## src/rtl/save_mon_pkg.sv

```systemverilog
package save_mon_pkg;

    // Synchronized request / trigger bundle
    typedef struct packed {
        logic arm;
        logic frc;
        logic acc;
        logic per;
        logic stat;
    } sm_req_t;

    // Origin of an issued save
    typedef enum logic [1:0] {
        SRC_NONE = 2'b00,
        SRC_ARM  = 2'b01,
        SRC_FRC  = 2'b10,
        SRC_BOTH = 2'b11
    } save_src_e;

    // Number of clocks the lamp stays lit
    function automatic int stretch_len(input int clk_hz, input int ms);
        int n;
        n = (clk_hz / 1000) * ms;
        return (n < 1) ? 1 : n;
    endfunction

    // Counter width able to hold n
    function automatic int cnt_width(input int n);
        return $clog2(n + 1);
    endfunction

endpackage

```

## src/rtl/sm_sync.sv

```systemverilog
module sm_sync #(
    parameter int W      = 1,
    parameter int STAGES = 2
) (
    input  logic         clk,
    input  logic         rst,
    input  logic [W-1:0] d_i,
    output logic [W-1:0] q_o
);
    logic [W-1:0] stage [STAGES];

    always_ff @(posedge clk) begin
        if (rst) stage[0] <= '0;
        else     stage[0] <= d_i;
    end

    for (genvar s = 1; s < STAGES; s++) begin : g_stage
        always_ff @(posedge clk) begin
            if (rst) stage[s] <= '0;
            else     stage[s] <= stage[s-1];
        end
    end

    assign q_o = stage[STAGES-1];
endmodule

```

## src/rtl/sm_save_ctrl.sv

```systemverilog
module sm_save_ctrl
    import save_mon_pkg::*;
(
    input  logic    clk,
    input  logic    rst,
    input  sm_req_t req_i,
    output logic    save_o,
    output logic    arm_pend_o,
    output logic    frc_edge_o
);
    logic      arm_prev, frc_prev, arm_pend, save_q;
    logic      arm_rise, frc_edge, acc_hit, arm_fire;
    save_src_e src;

    assign arm_rise = req_i.arm & ~arm_prev;
    assign frc_edge = req_i.frc & ~frc_prev;
    assign acc_hit  = req_i.acc & req_i.per & req_i.stat;
    assign arm_fire = arm_pend & acc_hit;
    assign src      = save_src_e'({frc_edge, arm_fire});

    always_ff @(posedge clk) begin
        if (rst) begin
            arm_prev <= 1'b0;
            frc_prev <= 1'b0;
            arm_pend <= 1'b0;
            save_q   <= 1'b0;
        end else begin
            arm_prev <= req_i.arm;
            frc_prev <= req_i.frc;
            // a fresh arm request wins over clearing by the current fire
            arm_pend <= (arm_pend & ~arm_fire) | arm_rise;
            save_q   <= (src != SRC_NONE);
        end
    end

    assign save_o     = save_q;
    assign arm_pend_o = arm_pend;
    assign frc_edge_o = frc_edge;
endmodule

```

## src/rtl/sm_stretch.sv

```systemverilog
module sm_stretch #(
    parameter int LEN = 10,
    parameter int W   = 4
) (
    input  logic clk,
    input  logic rst,
    input  logic trig_i,
    output logic led_o
);
    logic [W-1:0] cnt;

    always_ff @(posedge clk) begin
        if (rst)              cnt <= '0;
        else if (trig_i)      cnt <= W'(LEN);
        else if (cnt != '0)   cnt <= cnt - 1'b1;
    end

    assign led_o = (cnt != '0);
endmodule

```

## src/rtl/save_mon_gen.sv

```systemverilog
module save_mon_gen
    import save_mon_pkg::*;
#(
    parameter int CLK_HZ     = 53_000_000,
    parameter int STRETCH_MS = 10,
    parameter int N_CRATES   = 4,
    parameter int QUAL_W     = 8,
    parameter int STAT_BIT   = 7,
    parameter int SYNC_STG   = 2
) (
    input  logic                clk,
    input  logic                rst,
    input  logic [N_CRATES-1:0] arm_req_i,
    input  logic [N_CRATES-1:0] force_req_i,
    input  logic                trig_accept_i,
    input  logic                trig_period_i,
    input  logic [QUAL_W-1:0]   trig_qual_i,
    output logic                save_o,
    output logic                save_led_o,
    output logic                arm_led_o,
    output logic                force_led_o
);
    localparam int STRETCH = stretch_len(CLK_HZ, STRETCH_MS);
    localparam int CNT_W   = cnt_width(STRETCH);
    localparam int REQ_W   = $bits(sm_req_t);

    sm_req_t raw, syn;
    logic    arm_pend, frc_edge;
    logic    unused_inputs;

    // only crate 0 owns the request lines; others are spare
    assign raw.arm  = arm_req_i[0];
    assign raw.frc  = force_req_i[0];
    assign raw.acc  = trig_accept_i;
    assign raw.per  = trig_period_i;
    assign raw.stat = trig_qual_i[STAT_BIT];
    assign unused_inputs = ^{arm_req_i, force_req_i, trig_qual_i};

    sm_sync #(.W(REQ_W), .STAGES(SYNC_STG)) u_sync (
        .clk (clk),
        .rst (rst),
        .d_i (raw),
        .q_o (syn)
    );

    sm_save_ctrl u_ctrl (
        .clk        (clk),
        .rst        (rst),
        .req_i      (syn),
        .save_o     (save_o),
        .arm_pend_o (arm_pend),
        .frc_edge_o (frc_edge)
    );

    sm_stretch #(.LEN(STRETCH), .W(CNT_W)) u_stretch (
        .clk    (clk),
        .rst    (rst),
        .trig_i (save_o),
        .led_o  (save_led_o)
    );

    assign arm_led_o   = syn.arm;
    assign force_led_o = syn.frc;
endmodule

```

## config.mk

```make
export PLATFORM = sky130hd
export DESIGN_NAME = save_mon_gen
export DESIGN_NICKNAME = d
export VERILOG_FILES = /design/src/rtl/save_mon_pkg.sv /design/src/rtl/sm_sync.sv /design/src/rtl/sm_save_ctrl.sv /design/src/rtl/sm_stretch.sv /design/src/rtl/save_mon_gen.sv
export SDC_FILE = /design/constraint.sdc
export NUM_CORES = 1
export LEC_CHECK = 0
export ABC_AREA = 1
export BUFFER_PORTS_ARGS = -buffer_cell sky130_fd_sc_hd__buf_2
export CAP_MARGIN = 20
export CORE_MARGIN = 1.5
export CORE_UTILIZATION = 45
export CTS_CLUSTER_SIZE = 12
export DETAILED_ROUTE_END_ITERATION = 12
export PLACE_DENSITY = 0.65
export SYNTH_ARGS = -nofsm -noshare
export SYNTH_HDL_FRONTEND = slang
export SYNTH_SLANG_ARGS = --single-unit
```

## constraint.sdc

```tcl
create_clock -name clk -period 1.57 [get_ports clk]
set_input_delay 0.0785 -clock clk [delete_from_list [all_inputs] [get_ports clk]]
set_output_delay 0.0785 -clock clk [all_outputs]
set_load 0.01 [all_outputs]
```

# Word level (Yosys, flattened, before mapping)
# Memory sizes are Yosys's and may differ from the RTL's.
# Cells that the tools add are included.
[totals]
mem_count = 1
inputBits = 20
reg_bits = 24
word_cells = 31
out_inout_bits = 4
mem_bits_rw = 10
[memory_table]
columns = ["name", "words", "word_bits", "read_ports", "rd_ports_with_merged_regs", "write_ports", "line_no", "text"]
rows = [
  ["u_sync.stage", 2, 5, 2, 0, 2, "sm_sync.sv:10", "logic [W-1:0] stage [STAGES];"],
]
[op_classes]
muxes = 7
addsub = 1
bitwise_logic = 12
reduce_logical = 4
[ops]
columns = ["op", "count"]
rows = [
  ["two-way mux 20 bit", 2],
  ["nonzero test 20 bit", 1],
  ["subtractor 20 x 1 -> 20 bit (second input constant)", 1],
  ["two-way mux 5 bit", 2],
  ["AND 1 bit", 6],
  ["nonzero test 2 bit", 2],
  ["two-way mux 1 bit", 3],
  ["NOT 1 bit", 3],
  ["OR 1 bit", 3],
  ["OR reduction 2 bit", 1],
]

# Logic depth before layout (Yosys ltp)
# Gate-level depths: netlist of the first run.
[logic_depth]
word_depth = 6
depth_mapped = 9
mapped_depth_nobuf = 9

# Cells and area by module
# Synthesis of the first run repeated with hierarchy kept, for this count alone.
[unflattened]
hier_cells = 221
hier_area_um2 = 1715.4
[by_module_without_submodules]
columns = ["module", "area_each_um2", "seq_area_each_um2", "cells_per_inst", "n_inst"]
rows = [
  ["sm_stretch", 1266.2, 400.4, 171, 1],
  ["sm_sync", 286.5, 200.2, 31, 1],
  ["sm_save_ctrl", 162.7, 80.1, 19, 1],
]

# Worst setup path before layout of the first run
# Ideal clock, no wire load.
[synth_path]
path_kind = "reg2reg"
start = "reg u_stretch.cnt[0]"
end = "reg u_stretch.cnt[4]"
setup_slack_ps = 249
arrival_time_ps = 1188
synth_period_minus_slack_ps = 1321
path_stages_with_launch = 8
required_time_ps = 1436
setup_time_ps = 134
cell_sequence = "dfxtp_1 -> inv_1 -> ha_1 -> nand2_4 -> inv_1 -> or2_2 -> nand3_1 -> a21oi_1"
[synth_via]
elab_chain_cells = 3
[synth_rtl]
columns = ["element", "line_no", "text"]
rows = [
  ["start: declaration", "sm_stretch.sv:10", "logic [W-1:0] cnt;"],
  ["start signal: assignment", "sm_stretch.sv:14", "else if (trig_i) cnt <= W'(LEN);"],
  ["start signal: assignment", "sm_stretch.sv:15", "else if (cnt != '0) cnt <= cnt - 1'b1;"],
  ["subtractor 20 x 1 -> 20 bit", "sm_stretch.sv:15", ""],
  ["two-way mux 20 bit", "sm_stretch.sv:15", ""],
  ["two-way mux 20 bit", "sm_stretch.sv:14", ""],
]
# Parallel ways exist; a longest one is shown, timed or not. The select of a mux whose other input is x is not followed.
# A chain may end at the register's enable or synchronous reset.

# Worst setup path in the final report of the first run
[layout_path]
start = "reg u_stretch.cnt[16]"
end = "out save_led_o"
[layout_via]
elab_chain_cells = 1
[layout_rtl]
columns = ["element", "line_no", "text"]
rows = [
  ["nonzero test 20 bit", "sm_stretch.sv:18", "assign led_o = (cnt != '0);"],
  ["end: declaration", "save_mon_gen.sv:19", "output logic save_led_o,"],
]
# No other way between the ends.

==> results of run 1 <==
## power groups by stage
| stage | sequential, mW | combinational, mW | clock (mW) |
|---|---|---|---|
| finish | 1.41 | 2.71 | 0.815 |
| global placement | 1.39 | 2.43 | 0 |
| global route | 1.44 | 3.06 | 0.876 |
| CTS | 1.38 | 2.54 | 0.838 |
| floorplan | 1.32 | 2.04 | 0 |
| detailed placement | 1.38 | 2.45 | 0 |
## cells in the mapped netlist (all sizes together), types with 2 or more instances
cell     n  area (sq um)
nand4    3         18.77
nand3   17         110.1
xor2     3         26.28
clkbuf   2         7.510
dfxtp   34         680.7
nor3     4         36.29
xnor2    4         35.03
nor2    61         276.5
ha       2         25.02
inv     29         108.9
a21oi   12         63.81
or2      3         21.27
nand2   35         156.4
o21ai    4         23.77
## critical path, delay by kind of cell (launching register included)
kind,cells,cell delay [ns]
and+or+nand+nor,3,0.59
buffers and inverters,1,0.15
DFF,1,0.36
## sequential cells by signal (all words and copies together) (netlist names)
name	flops
u_stretch.cnt	20
u_sync.stage	10
u_ctrl.arm_pend_o	1
u_ctrl.arm_prev	1
u_ctrl.frc_prev	1
u_ctrl.save_o	1
## timing repair
item                       CTS  global route
pin swaps                    3             4
setup buffers                1             4
hold endpoints to repair     5             0
hold buffers                 5             0
setup endpoints to repair    1             3
resized for setup            6            10
## cells by family (layout without fill, tap and decap cells)
logic type | after synthesis | after routing | synth area share [%]
flip-flops | 34 | 34 | 41.46
adder cells (fa/ha/maj) | 2 | 2 | 1.524
XOR/XNOR | 7 | 7 | 3.735
buffers and inverters | 32 | 61 | 7.774
AND/OR/NAND/NOR | 127 | 127 | 39.71
AO/OA/AOI/OAI | 17 | 17 | 5.793
## metrics by stage
stage                     std cells  util, %  setup slack [ns]
after global routing            294    58.83         -0.004221
final                           294    58.83           0.04793
after floorplan                 219        -            0.2487
after detailed placement        276    51.54            0.1389
after global placement          276    51.54            0.1792
after CTS                       290    57.00          0.002818
## worst paths after layout
check	start	end	slack (ns)	cells after the start
min reg2reg	u_sync.stage[0][3]	u_sync.stage[1][3]	0.41	2
min	rst	u_ctrl.arm_pend_o	0.11	2
max reg2reg	u_stretch.cnt[0]	u_stretch.cnt[14]	0.16	9
max	u_stretch.cnt[16]	save_led_o	0.05	4
## cell type report
class	instances	share of cell area [%]
timing repair buffer	24	8.344
inverter	29	5.417
multi-input combinational	153	43.96
clock inverter	3	3.425
sequential	34	34.12
clock buffer	5	1.868
tap	46	2.864
## routing by layer
layer,vias up,routed length (um)
met1,622,1587
met2,15,1517
met4,0,64
met5,-,0
met3,8,85
li1,740,-
==> flow_summary.yaml, run 1 <==
outcome:
  status: "finished, final reports clean"
route:
  drc: 0
  drtIter0Drc: 52
  first_pass_iters: 4
  via_count: 1385
  wl_per_cell_um: 11.07
  ant_nets: 0
  wirelength_um: 3255
  via_per_inst: 4.711
timing:
  clock_skew_ns: 0.01609
  final_hold_viol_count: 0
  relSlewSlack_pct: 75.18
  whs_ns: 0.1117
  period_share_pct: 96.95
  post-route-min-period_ns: 1.522
  tns_ns: 0
  fmax_mhz: 657.0
  finalMaxSlewViolations: 0
  tightest_slew_ns: 0.3724
  setup_viol: 0
  rsz0062_at_grt: "yes"
final_layout:
  regArea_sq_um: 685.7
  drive_above_1_share_pct: 27.82
  final_cell_area_sq_um: 2009
  nFillCells: 322
  diodes: 0
  layout_commonest_cell: "nor2_1"
  syn2layout_area_growth_pct: 22.41
  nNetsFinal: 269
  multiInputGateArea_sq_um: 883.3
  layout_common_cells: "nor2_1 (48), dfxtp_1 (30), nand2_1 (28)"
synthesis:
  synth_nets: 241
  synth_edf_count: 0
  syn_area_per_cell_sq_um: 7.496
  seq_area_frac_synth_pct: 41.46
  ys.flop_type: "dfxtp_1"
  yosysWarnings: 0
  ys_types: 31
  synth_area_sq_um: 1642
  syn_inst: 219
  async_flop_share_pct: 0
  synth_seq_cells: 34
power_and_ir_drop:
  power.total_mw: 4.942
  powerDensity_nw_per_um2: 2459
  swShare_pct: 44.02
  intPower_mw: 2.766
  vdd_drop_max_v: 0.001102
  power_leakage_nw: 0.9281
  comb_power_share_pct: 54.9
  seqPwrFrac_pct: 28.6
  switchingPower_mw: 2.175
  p_clk_share_pct: 16.5
global_route:
  grtUsageMet3_pct: 5.893
  grtUsageMet1_pct: 20.94
  grt_busiest_layer: "met2"
  gr-total-overflow: 0
  grt_pass1_vias: 1309
  grt_use_total_pct: 17.95
  antenna_found_initial: 0
  grtUsageMet2_pct: 30.53
  grt_pass1_wl_um: 5644
  grt_max_degree: 22
floorplanning:
  coreArea_sq_um: 3416
  io_pins: 24
  num_rows: 21
  dieArea_sq_um: 4020
  die_h_um: 63.40
  start_util_pct: 48.06
  die_w_um: 63.40
hold_path:
  hold_class: "primary input to register"
clock_tree:
  cts_tree: "built"
  ctsRootBufferMaster: "clkbuf_4"
  clk_latency_ns: 0.35
  cts_buffers: 5
  cts.clk_slew.worst_paths_ns: 0.12
  cts_max_path_buffers: 2
  cts.sinks: 34
  h-tree-depth: 2
worst_setup_path:
  crit_path_cell_trace: "or2_4, nor3_2, nand4_1, buf_2"
  cp_data_arrival_time_ns: 1.44
  cp_slowest_cell: "dfxtp_1"
  cp-end-kind: "primary output"
  max_stage_delay_ns: 0.36
  worstSetupPathType: "register to primary output"
  path_max_fanout: 4
  crit_required_ns: 1.49
  cp-start-kind: "register"
placement:
  gp_congestion: 0.8909
  port_buffers: 10
  place_area_sq_um: 1760
  place_hpwl_um: 2297
run:
  max-cap-violations: 0
Note: power is estimated with default switching activity, not from simulation.
==> run 2: changes to the inputs <==
--- a/config.mk
+++ b/config.mk
@@ -5,14 +5,14 @@
 export SDC_FILE = /design/constraint.sdc
 export NUM_CORES = 1
 export LEC_CHECK = 0
-export ABC_AREA = 1
+export ABC_AREA = 0
 export BUFFER_PORTS_ARGS = -buffer_cell sky130_fd_sc_hd__buf_2
 export CAP_MARGIN = 20
 export CORE_MARGIN = 1.5
 export CORE_UTILIZATION = 45
 export CTS_CLUSTER_SIZE = 12
 export DETAILED_ROUTE_END_ITERATION = 12
-export PLACE_DENSITY = 0.65
+export PLACE_DENSITY = 0.66
 export SYNTH_ARGS = -nofsm -noshare
 export SYNTH_HDL_FRONTEND = slang
 export SYNTH_SLANG_ARGS = --single-unit
==> run 2 against run 1 <==
Effect of this change: the flow now finishes with violations (negative setup slack); sequential cell count unchanged; final area grew 17%; critical path depth stayed put; die area shrank 6.5%; global-route usage increased by 5.1 points; sequential power fell by 8%; worst setup slack worse by 0.45 ns; routed wire length up 36%; worst hold slack got worse by 0.037 ns; critical endpoint is now u_stretch.cnt[19].
==> flow_summary.yaml, run 2 <==
route:
  wirelength_um: 4438
  wl_per_cell_um: 15.85
  via_count: 1551
  via_per_inst: 5.539
  drc: 0
  drtIter0Drc: 79
  ant_nets: 0
  first_pass_iters: 4
placement:
  place_inst: 261
  port_buffers: 10
  place_hpwl_um: 2712
  preCtsSetupSlack_ns: -0.4025
  gp_congestion: 0.8399
  place_area_sq_um: 1958
floorplanning:
  coreArea_sq_um: 3153
  start_util_pct: 48.53
  io_pins: 24
  die_h_um: 61.32
  num_rows: 20
  dieArea_sq_um: 3760
  die_w_um: 61.32
timing:
  fmax_mhz: 508.3
  relSlewSlack_pct: 57.18
  post-route-min-period_ns: 1.967
  tightest_slew_ns: 0.6399
  tns_ns: -6.379
  clock_skew_ns: 0.01373
  setup_ws_ns: -0.3972
  rsz0062_at_grt: "yes"
  finalMaxSlewViolations: 0
  setup_viol: 21
  final_hold_viol_count: 0
  whs_ns: 0.07502
  period_share_pct: 125.3
outcome:
  status: "finished, violations left"
  violations: "negative setup slack"
worst_setup_path:
  worstSetupEndpoint: "u_stretch.cnt[19]"
  crit_required_ns: 1.81
  path_max_fanout: 5
  r2r-start: "u_stretch.cnt[0]"
  cp_data_arrival_time_ns: 2.21
  cp-startpoint: "u_stretch.cnt[0]"
  worstSetupPathType: "register to register"
  worst-r2r-cell-count: 4
  cp-start-kind: "register"
  r2r-end: "u_stretch.cnt[19]"
  cp-end-kind: "register"
  r2r_slack_ns: -0.40
global_route:
  grt_use_total_pct: 23.07
  gr-total-overflow: 0
  grt_max_degree: 15
  antenna_found_initial: 0
  grt_pass1_vias: 1368
  grt_pass1_wl_um: 6168
final_layout:
  layout_common_cells: "buf_4 (44), dfxtp_1 (28), nor2b_1 (14)"
  syn2layout_area_growth_pct: 53.97
  largest_reg_flops: 20
  drive_above_1_share_pct: 48.31
  largest_registers: "u_stretch.cnt: 20 flops, u_sync.stage: 10 flops"
  layout_commonest_cell: "buf_4"
  nNetsFinal: 258
  instances_no_fill: 280
  final_cell_area_sq_um: 2356
  top_register: "u_stretch.cnt"
  diodes: 0
synthesis:
  synth_area_sq_um: 1530
  ys.flop_type: "dfxtp_1"
  synth_edf_count: 0
  synth_area_leader_cell: "dfxtp_1"
  synth_commonest_cells: "dfxtp_1 (34), a21oi_1 (17), nor2b_1 (14)"
  synth_area_leaders: "dfxtp_1 (44%), nor2b_1 (5.7%), a21oi_1 (5.6%)"
  seq_area_frac_synth_pct: 44.48
  synth_seq_cells: 34
  syn_inst: 170
  yosysWarnings: 0
  synth_most_common_cell: "dfxtp_1"
  synth_nets: 192
  syn_area_per_cell_sq_um: 9.001
  ys_types: 41
  synth_top_area_share_pct: 44.48
  async_flop_share_pct: 0
clock_tree:
  cts_buffers: 5
  ctsRootBufferMaster: "clkbuf_4"
  cts.clk_slew.worst_paths_ns: 0.11
  cts_tree: "built"
  clk_latency_ns: 0.35
  cts.sinks: 34
  cts_max_path_buffers: 2
  h-tree-depth: 2
hold_path:
  hold_class: "primary input to register"
  hold_start: "rst"
power_and_ir_drop:
  powerDensity_nw_per_um2: 2783
  vdd_drop_max_v: 0.001660
  power_leakage_nw: 0.9481
run:
  max-cap-violations: 0
[run 2: how the worst min path moves through the flow]
stage,cells after the start,end
6_report,2,u_stretch.cnt[10]
5_1_grt,2,u_stretch.cnt[10]
4_1_cts,2,u_stretch.cnt[10]
3_5_place_dp,2,u_sync.stage[0][2]
3_3_place_gp,2,u_sync.stage[0][3]
2_1_floorplan,1,u_sync.stage[0][0]
[run 2: kinds of logic after synthesis]
group,after synthesis,share of synthesized area (%)
AOI/OAI and AO/OA,36,14.39
adders and majority gates,2,1.635
and+or+nand+nor,84,34.26
buffers and inverters,10,2.617
DFF,34,44.48
muxes,4,2.617
[run 2: critical path: stages, from the launching register on]
cell,delay [ns]
dfxtp_4,0.37
nor4_2,0.43
nand4b_1,0.32
or4_4,0.61
o311a_1,0.13
[run 2: cell type report]
type / instances / area, sq um
well taps: 44 / 55.05
inverters: 5 / 21.27
clock inverters: 1 / 30.03
repair buffers: 64 / 486.7
fillers: 230 / 797.0
flip-flops and latches: 34 / 690.7
multi-input cells: 126 / 1021
clock buffers: 6 / 51.30
[run 2: report_power, final]
part,internal [mW],switching (mW)
Sequential,1.13,0.172
Combinational,2.40,2.18
Clock,0.370,0.299
Total,3.90,2.65
[run 2: metal layers]
metal | global-route usage, % | routed length, um | vias to the layer above
li1 | - | - | 758
met1 | 29.34 | 1972 | 738
met2 | 37.39 | 2177 | 43
met3 | 5.882 | 181 | 12
met4 | 9.317 | 108 | 0
met5 | 0 | 0 | -
[run 2: stage by stage]
stage	power, mW	utilization [%]
global placement	4.328	62.10
finish	6.556	74.72
floorplan	3.099	-
global route	6.903	74.72
detailed placement	4.441	62.10
CTS	5.514	68.69
[run 2: timing repair]
action                     CTS  global route
cloned                       0             0
gates resized for setup     17            32
hold buffers                 5             0
pin swaps                   11            14
setup buffers                1             8
hold endpoints to repair     5             0
setup endpoints to repair   21            21
